`config.mk`:
```
export PLATFORM = sky130hd
export DESIGN_NAME = gci_port
export DESIGN_NICKNAME = d
export VERILOG_FILES = /design/src/rtl/gci_pkg.sv /design/src/rtl/gci_edge.sv /design/src/rtl/gci_framer.sv /design/src/rtl/gci_rx.sv /design/src/rtl/gci_tx.sv /design/src/rtl/gci_port.sv
export SDC_FILE = /design/constraint.sdc
export NUM_CORES = 2
export LEC_CHECK = 0
export CAP_MARGIN = 10
export CORE_AREA = 5 5 302 304
export CTS_CLUSTER_DIAMETER = 80
export DETAILED_ROUTE_END_ITERATION = 10
export DIE_AREA = 0 0 307 309
export PLACE_DENSITY = 0.68
export SYNTH_ARGS = -nofsm -noshare
export SYNTH_HDL_FRONTEND = slang
export SYNTH_SLANG_ARGS = --single-unit
```
`constraint.sdc`:
```
create_clock -name clk -period 8.5 [get_ports clk]
set_input_delay 0.85 -clock clk [delete_from_list [all_inputs] [get_ports clk]]
set_output_delay 0.85 -clock clk [all_outputs]
set_load 0.005 [all_outputs]
```
`src/rtl/gci_pkg.sv`:
```
// Shared definitions for the time-division serial frame port.
// Assumes slot numbers fit in an int; the bit order inside an octet is MSB first.
package gci_pkg;
    typedef enum logic {
        FRAME_BASIC = 1'b0,
        FRAME_MUX   = 1'b1
    } frame_mode_e;
endpackage

```
`src/rtl/gci_edge.sv`:
```
// Detects rising edges of the double-rate bus clock in the system clock domain
// and selects the 1x clock output. Assumes bus_clk is slower than clk / 2.
module gci_edge (
    input  logic clk,
    input  logic rst_n,
    input  logic bus_clk,
    input  logic dsc_mode,
    input  logic data_clk,
    output logic tick,
    output logic clk_1x
);
    logic bus_q;

    // Remember the bus clock level of the previous system cycle.
    always_ff @(posedge clk) begin
        if (!rst_n) bus_q <= 1'b0;
        else        bus_q <= bus_clk;
    end

    assign tick   = bus_clk & ~bus_q;
    assign clk_1x = dsc_mode ? data_clk : bus_q;

    // two bus edges can never fall in adjacent system cycles
    p_tick_spacing_r2: assert property (@(posedge clk) disable iff (!rst_n)
        tick |=> !tick);
endmodule

```
`src/rtl/gci_framer.sv`:
```
// Slot and phase counter. Locks on a sync, counts slots of two bus edges each,
// and flags an early or a missing sync. Assumes mux_mode is steady while locked.
module gci_framer #(
    parameter int FRAME_LONG  = 256,
    parameter int FRAME_SHORT = 32,
    localparam int SW = $clog2(FRAME_LONG)
) (
    input  logic          clk,
    input  logic          rst_n,
    input  logic          tick,
    input  logic          sync,
    input  logic          mux_mode,
    output logic [SW-1:0] slot,
    output logic [SW-1:0] start_slot,
    output logic          locked,
    output logic          bit_start,
    output logic          sample,
    output logic          frame_end,
    output logic          late,
    output logic          restart,
    output logic          frame_err,
    output logic          data_clk
);
    import gci_pkg::*;

    logic          ph;
    logic [SW-1:0] last_idx;
    logic          at_last;
    logic          early;

    // Last slot index for the selected frame length.
    always_comb begin
        if (frame_mode_e'(mux_mode) == FRAME_MUX) last_idx = SW'(FRAME_LONG - 1);
        else                                      last_idx = SW'(FRAME_SHORT - 1);
    end

    assign at_last    = (slot == last_idx);
    assign restart    = tick & sync;
    assign bit_start  = tick & (sync | (locked & ph & ~at_last));
    assign start_slot = sync ? '0 : SW'(slot + 1'b1);
    assign sample     = tick & locked & ~sync & ~ph;
    assign frame_end  = sample & at_last;
    assign late       = tick & locked & ~sync & ph & at_last;
    assign early      = restart & locked & ~(ph & at_last);
    assign data_clk   = ~ph;

    // Advance phase and slot on each bus edge; realign on sync.
    always_ff @(posedge clk) begin
        if (!rst_n) begin
            slot      <= '0;
            ph        <= 1'b0;
            locked    <= 1'b0;
            frame_err <= 1'b0;
        end else begin
            frame_err <= early | late;
            if (tick) begin
                if (sync) begin
                    slot   <= '0;
                    ph     <= 1'b0;
                    locked <= 1'b1;
                end else if (locked) begin
                    if (!ph) begin
                        ph <= 1'b1;
                    end else if (at_last) begin
                        locked <= 1'b0;
                        ph     <= 1'b0;
                    end else begin
                        slot <= SW'(slot + 1'b1);
                        ph   <= 1'b0;
                    end
                end else begin
                    ph <= ~ph;
                end
            end
        end
    end

    // a locked slot count never passes the last slot of the frame
    p_slot_range_r2: assert property (@(posedge clk) disable iff (!rst_n)
        locked |-> slot <= last_idx);
    // a framing error is only ever raised by a bus edge
    p_err_on_edge_r7: assert property (@(posedge clk) disable iff (!rst_n)
        frame_err |-> $past(tick));
endmodule

```
`src/rtl/gci_rx.sv`:
```
// Receive section: samples rxd in owned slots into a work vector and publishes
// it at frame end. Assumes slot_en is steady across the frame.
module gci_rx #(
    parameter int FRAME_LONG = 256,
    localparam int SW = $clog2(FRAME_LONG)
) (
    input  logic                  clk,
    input  logic                  rst_n,
    input  logic                  rxd,
    input  logic                  sample,
    input  logic                  frame_end,
    input  logic                  restart,
    input  logic [SW-1:0]         slot,
    input  logic [FRAME_LONG-1:0] slot_en,
    output logic [FRAME_LONG-1:0] rx_frame,
    output logic                  frame_done
);
    logic [FRAME_LONG-1:0] work;
    logic [FRAME_LONG-1:0] work_nxt;

    // Insert the sampled bit at its MSB-first octet position.
    always_comb begin
        work_nxt = work;
        if (sample && slot_en[slot]) work_nxt[slot ^ SW'(7)] = rxd;
    end

    // Collect the frame and hand it over on the last sample.
    always_ff @(posedge clk) begin
        if (!rst_n) begin
            work       <= '0;
            rx_frame   <= '0;
            frame_done <= 1'b0;
        end else begin
            frame_done <= frame_end;
            work       <= restart ? '0 : work_nxt;
            if (frame_end) rx_frame <= work_nxt;
        end
    end

    // the frame strobe lasts one cycle
    p_done_single_r5: assert property (@(posedge clk) disable iff (!rst_n)
        frame_done |=> !frame_done);
endmodule

```
`src/rtl/gci_tx.sv`:
```
// Transmit section: buffers the host vector per frame and launches one bit per
// slot, driving the pin only in owned slots. Assumes an external tri-state pad.
module gci_tx #(
    parameter int FRAME_LONG = 256,
    localparam int SW = $clog2(FRAME_LONG)
) (
    input  logic                  clk,
    input  logic                  rst_n,
    input  logic                  bit_start,
    input  logic [SW-1:0]         start_slot,
    input  logic                  restart,
    input  logic                  locked,
    input  logic                  frame_end,
    input  logic                  late,
    input  logic [FRAME_LONG-1:0] slot_en,
    input  logic [FRAME_LONG-1:0] tx_frame,
    output logic                  tx_data,
    output logic                  tx_drive
);
    logic [FRAME_LONG-1:0] tx_buf;
    logic [FRAME_LONG-1:0] src;
    logic                  fresh;

    assign fresh = restart & ~locked;
    assign src   = fresh ? tx_frame : tx_buf;

    // Capture the host vector at frame hand-over or at the first sync.
    always_ff @(posedge clk) begin
        if (!rst_n)                  tx_buf <= '0;
        else if (frame_end || fresh) tx_buf <= tx_frame;
    end

    // Launch a bit at each slot start; release the pin on loss of sync.
    always_ff @(posedge clk) begin
        if (!rst_n) begin
            tx_data  <= 1'b0;
            tx_drive <= 1'b0;
        end else if (bit_start) begin
            tx_data  <= src[start_slot ^ SW'(7)];
            tx_drive <= slot_en[start_slot];
        end else if (late) begin
            tx_data  <= 1'b0;
            tx_drive <= 1'b0;
        end
    end

    // losing lock always leaves the pin released
    p_release_r8: assert property (@(posedge clk) disable iff (!rst_n)
        $fell(locked) |-> !tx_drive);
    // the pin is never driven while unlocked
    p_idle_quiet_r10: assert property (@(posedge clk) disable iff (!rst_n)
        !locked |-> !tx_drive);
endmodule

```
`src/rtl/gci_port.sv`:
```
// Top of the time-division serial frame port: edge detect, framer, receive and
// transmit sections. Assumes all bus inputs are synchronous or pre-synchronized.
module gci_port #(
    parameter int FRAME_LONG  = 256,
    parameter int FRAME_SHORT = 32
) (
    input  logic                  clk,
    input  logic                  rst_n,
    input  logic                  bus_clk,
    input  logic                  bus_sync,
    input  logic                  rxd,
    input  logic                  mux_mode,
    input  logic                  dsc_mode,
    input  logic [FRAME_LONG-1:0] slot_en,
    input  logic [FRAME_LONG-1:0] tx_frame,
    output logic [FRAME_LONG-1:0] rx_frame,
    output logic                  frame_done,
    output logic                  frame_err,
    output logic                  tx_data,
    output logic                  tx_drive,
    output logic                  clk_1x
);
    localparam int SW = $clog2(FRAME_LONG);

    logic          tick, data_clk, locked, bit_start, sample;
    logic          frame_end, late, restart;
    logic [SW-1:0] slot, start_slot;

    gci_edge u_edge (
        .clk(clk), .rst_n(rst_n), .bus_clk(bus_clk), .dsc_mode(dsc_mode),
        .data_clk(data_clk), .tick(tick), .clk_1x(clk_1x)
    );

    gci_framer #(.FRAME_LONG(FRAME_LONG), .FRAME_SHORT(FRAME_SHORT)) u_framer (
        .clk(clk), .rst_n(rst_n), .tick(tick), .sync(bus_sync),
        .mux_mode(mux_mode), .slot(slot), .start_slot(start_slot),
        .locked(locked), .bit_start(bit_start), .sample(sample),
        .frame_end(frame_end), .late(late), .restart(restart),
        .frame_err(frame_err), .data_clk(data_clk)
    );

    gci_rx #(.FRAME_LONG(FRAME_LONG)) u_rx (
        .clk(clk), .rst_n(rst_n), .rxd(rxd), .sample(sample),
        .frame_end(frame_end), .restart(restart), .slot(slot),
        .slot_en(slot_en), .rx_frame(rx_frame), .frame_done(frame_done)
    );

    gci_tx #(.FRAME_LONG(FRAME_LONG)) u_tx (
        .clk(clk), .rst_n(rst_n), .bit_start(bit_start),
        .start_slot(start_slot), .restart(restart), .locked(locked),
        .frame_end(frame_end), .late(late), .slot_en(slot_en),
        .tx_frame(tx_frame), .tx_data(tx_data), .tx_drive(tx_drive)
    );
endmodule

```
==> flow_metrics.env <==
export IMPL_status="finished, final reports clean"
export IMPL_end_kind="flop"
export IMPL_cp_start_kind="input pin"
export IMPL_yosys_warnings=0
export IMPL_clk_latency_ps=660
export IMPL_seq_area_frac_synth_pct=42.2
export IMPL_synth_compound_area_share_pct=22.6
export IMPL_grt_usage_pct=32.5
export IMPL_drive_gt1_share_pct=6.13
export IMPL_internal_power_w=0.00627
export IMPL_cts_root_buf="clkbuf_16"
export IMPL_p_leak_nw=16.0
export IMPL_antenna_found_initial=54
export IMPL_totalWireLength_um=163000
export IMPL_seqPwrFrac_pct=45.1
export IMPL_slew_violations=0
export IMPL_firstDrtPassIters=6
export IMPL_dp_hpwl_um=114000
export IMPL_core_um2=88000
export IMPL_rows=109
export IMPL_fin_ws_ps=3680
export IMPL_hp_class="flop to flop"
export IMPL_fillers=8292
export IMPL_ys_ff_latch=783
export IMPL_synthArstFlopShare_pct=0
export IMPL_synth_fa_ha_area_share_pct=0.135
export IMPL_drc_errors=0
export IMPL_area_growth_pct=29.5
export IMPL_cts_made_buffers=86
export IMPL_maxCapViolations=0
export IMPL_synth_nets=5241
export IMPL_synth_avg_cell_area_um2=7.87
export IMPL_synth_simple_gate_area_share_pct=21.0
export IMPL_via_per_inst=5.93
export IMPL_finalInstanceArea_um2=48100
export IMPL_skew_ps=51.5
export IMPL_min_period_ps=4820
export IMPL_worst_pin_slew_ps=1240
export IMPL_synthCells=4718
export IMPL_cts_resized_gates=0
export IMPL_num_vias=38300
export IMPL_synthFlopType="dfxtp_1"
export IMPL_max_freq_ghz=0.207
export IMPL_setup_tns_ps=0
export IMPL_routabilityCongestion=0.925
export IMPL_synthMuxAreaShare_pct=8.37
export IMPL_place_area_um2=45200
export IMPL_grt_overflow=0
export IMPL_rsz0062_at_grt="no"
export IMPL_finalHoldViolCount=0
export IMPL_synth_xor_xnor_area_share_pct=0.236
export IMPL_post_route_period_util_pct=56.7
export IMPL_die_w_um=307
export IMPL_synth_top_family_by_area="compound AO/OA/AOI/OAI gates"
export IMPL_portBuffers=779
export IMPL_syn_cell_area_um2=37200
export IMPL_powerDensity_nw_per_um2=173
export IMPL_io_pins=780
export IMPL_worstPathRequired_ps=9030
export IMPL_cts_hold_buf=0
export IMPL_crit_fanout=79
export IMPL_synthDistinctLibCells=79
export IMPL_dr_first_iter_drc_count=4495
export IMPL_grt_max_degree=225
export IMPL_max_slew_margin_pct=16.7
export IMPL_die_area_um2=94900
export IMPL_grt_pass1_vias=36400
export IMPL_holdWs_ps=427
export IMPL_cp_arrival_ps=5350
export IMPL_cts_tree="built"
export IMPL_critPathKind="input pin to flop"
export IMPL_initial_core_util_pct=42.2
export IMPL_clk_path_buf_depth=3
export IMPL_die_h_um=309
export IMPL_post_place_ws_ps=3150
export IMPL_switching_share_pct=24.6
export IMPL_fin_nets=5717
export IMPL_r2r_slack_ps=3710
export IMPL_clk_pin_slew_worst_paths_ps=60
export IMPL_antenna_left=0
export IMPL_combPwrFrac_pct=9.1
export IMPL_p_sw_w=0.00204
export IMPL_clock_power_share_pct=45.7
export IMPL_synth_edff_count=0
export IMPL_grt_pass1_wl_um=236000
export IMPL_ir_worst_vdd_v=0.000146
export IMPL_h_tree_depth=3
export IMPL_postCtsSetupBuffers=0
export IMPL_post_drt_wl_per_cell_um=25.3
export IMPL_clkSinkCount=783
export IMPL_setup_viol=0
[synthesized netlist by cell type, drive strengths merged (7+ instances only)]
cell type	n	area share, %
o21ai	197	2.7
dfxtp	783	42
mux2i	98	2.6
nand2	1488	15
mux2	9	0.27
and3	24	0.40
mux4	88	5.5
o311ai	13	0.31
o22ai	7	0.12
a21o	30	0.61
a311oi	73	1.7
nor2	120	1.2
a21oi	609	8.2
nor4	9	0.15
a21boi	20	0.40
a211oi	63	1.3
and2	46	0.78
clkbuf	343	3.5
a22oi	7	0.14
nor3	71	0.96
nor2b	20	0.34
o211ai	169	3.4
a31oi	54	0.91
o41ai	7	0.17
buf	112	1.9
o31ai	30	0.61
a2111oi	16	0.50
a32o	7	0.19
a221oi	9	0.21
o21a	22	0.44
nand4	30	0.51
or4	8	0.17
nand3	57	0.77
[sequential cells by signal, summed over array words and instances (netlist names)]
| register | cells |
|---|---|
| u_edge.bus_q | 1 |
| u_framer.frame_err | 1 |
| u_framer.locked | 1 |
| u_framer.ph | 1 |
| u_framer.slot | 8 |
| u_rx.frame_done | 1 |
| u_rx.rx_frame | 256 |
| u_rx.work | 256 |
| u_tx.tx_buf | 256 |
| u_tx.tx_data | 1 |
| u_tx.tx_drive | 1 |
[critical path: stages]
cell             delay [ps]
clkdlybuf4s50_1         600
nor2b_1                 520
nand2_1                 210
nor3_1                  680
nand2_4                 650
nand2_4                 940
buf_4                   550
nand2_1                 100
a21oi_1                 160
[power by group through the flow]
stage | registers, W | clock network [W] | logic [W]
2_1_floorplan | 0.00382 | 0 | 0.000338
3_3_place_gp | 0.00383 | 0 | 0.000742
3_5_place_dp | 0.00383 | 0 | 0.000748
4_1_cts | 0.00375 | 0.00385 | 0.000749
5_1_grt | 0.00375 | 0.00400 | 0.000808
6_report | 0.00375 | 0.00380 | 0.000760
[layout by cell type (no fill, tap or decap), types with 10 or more instances in the layout]
cell	count
mux2i_1	98
nand4_1	30
nor2_1	113
o311ai_0	10
mux4_1	12
a31oi_1	54
nand2_1	1485
a211oi_1	63
and2_1	44
o31ai_1	30
a21oi_1	606
and3_1	24
dfxtp_1	779
diode_2	41
a311oi_1	73
buf_4	58
nor3_1	71
a2111oi_0	12
o21a_1	22
o21ai_0	181
o21ai_1	16
nor2b_1	19
nand3_1	56
clkdlybuf4s50_1	777
clkbuf_1	22
a21o_1	30
o211ai_1	168
clkbuf_8	14
a21boi_0	20
clkbuf_16	86
mux4_2	76
[final timing paths]
check,startpoint,to,cells past startpoint
min,u_rx.work[229]$_SDFF_PP0_,u_rx.rx_frame[229]$_SDFFE_PN0P_,2
max reg2reg,u_framer.slot[1]$_SDFFE_PN0P_,u_tx.tx_buf[183]$_SDFFE_PN0P_,9
max,bus_clk,u_tx.tx_buf[183]$_SDFFE_PN0P_,9
min reg2reg,u_rx.work[229]$_SDFF_PP0_,u_rx.rx_frame[229]$_SDFFE_PN0P_,2
[kinds of logic (layout without fill, tap and decap cells)]
| logic type | after synthesis | after routing |
|---|---|---|
| DFF | 783 | 783 |
| xor gates and xnor gates | 10 | 10 |
| muxes | 195 | 195 |
| AOI/OAI and AO/OA | 1361 | 1361 |
| adders and majority gates | 4 | 4 |
| and+or+nand+nor | 1903 | 1903 |
| other | 0 | 41 |
| buffers and inverters | 462 | 998 |
[stage by stage]
step                      cells  total power (W)  utilization (%)
after floorplan            4718          0.00416                -
after global placement     6271          0.00457             51.3
after detailed placement   6271          0.00458             51.3
after CTS                  6419          0.00835             54.6
after global routing       6454          0.00856             54.7
final                      6460          0.00831             54.7
[final cells by class]
cell class,instances,area [µm²],area share [%]
multi-input combinational,3473,19600,40.8
timing repair buffer,843,8340,17.3
inverter,7,33.8,0.0702
sequential,783,15700,32.6
antenna,41,103,0.213
tap,1165,1460,3.03
clock buffer,122,2430,5.04
clock inverter,26,434,0.902
[per-layer routing]
metal	up-vias	track usage, %	wire (µm)
met5	-	0	95
met4	14	19.9	11000
met3	458	7.74	15200
met2	2068	52.5	75600
met1	18200	39.5	61300
li1	17600	-	-
(Power assumes the default switching activity.)
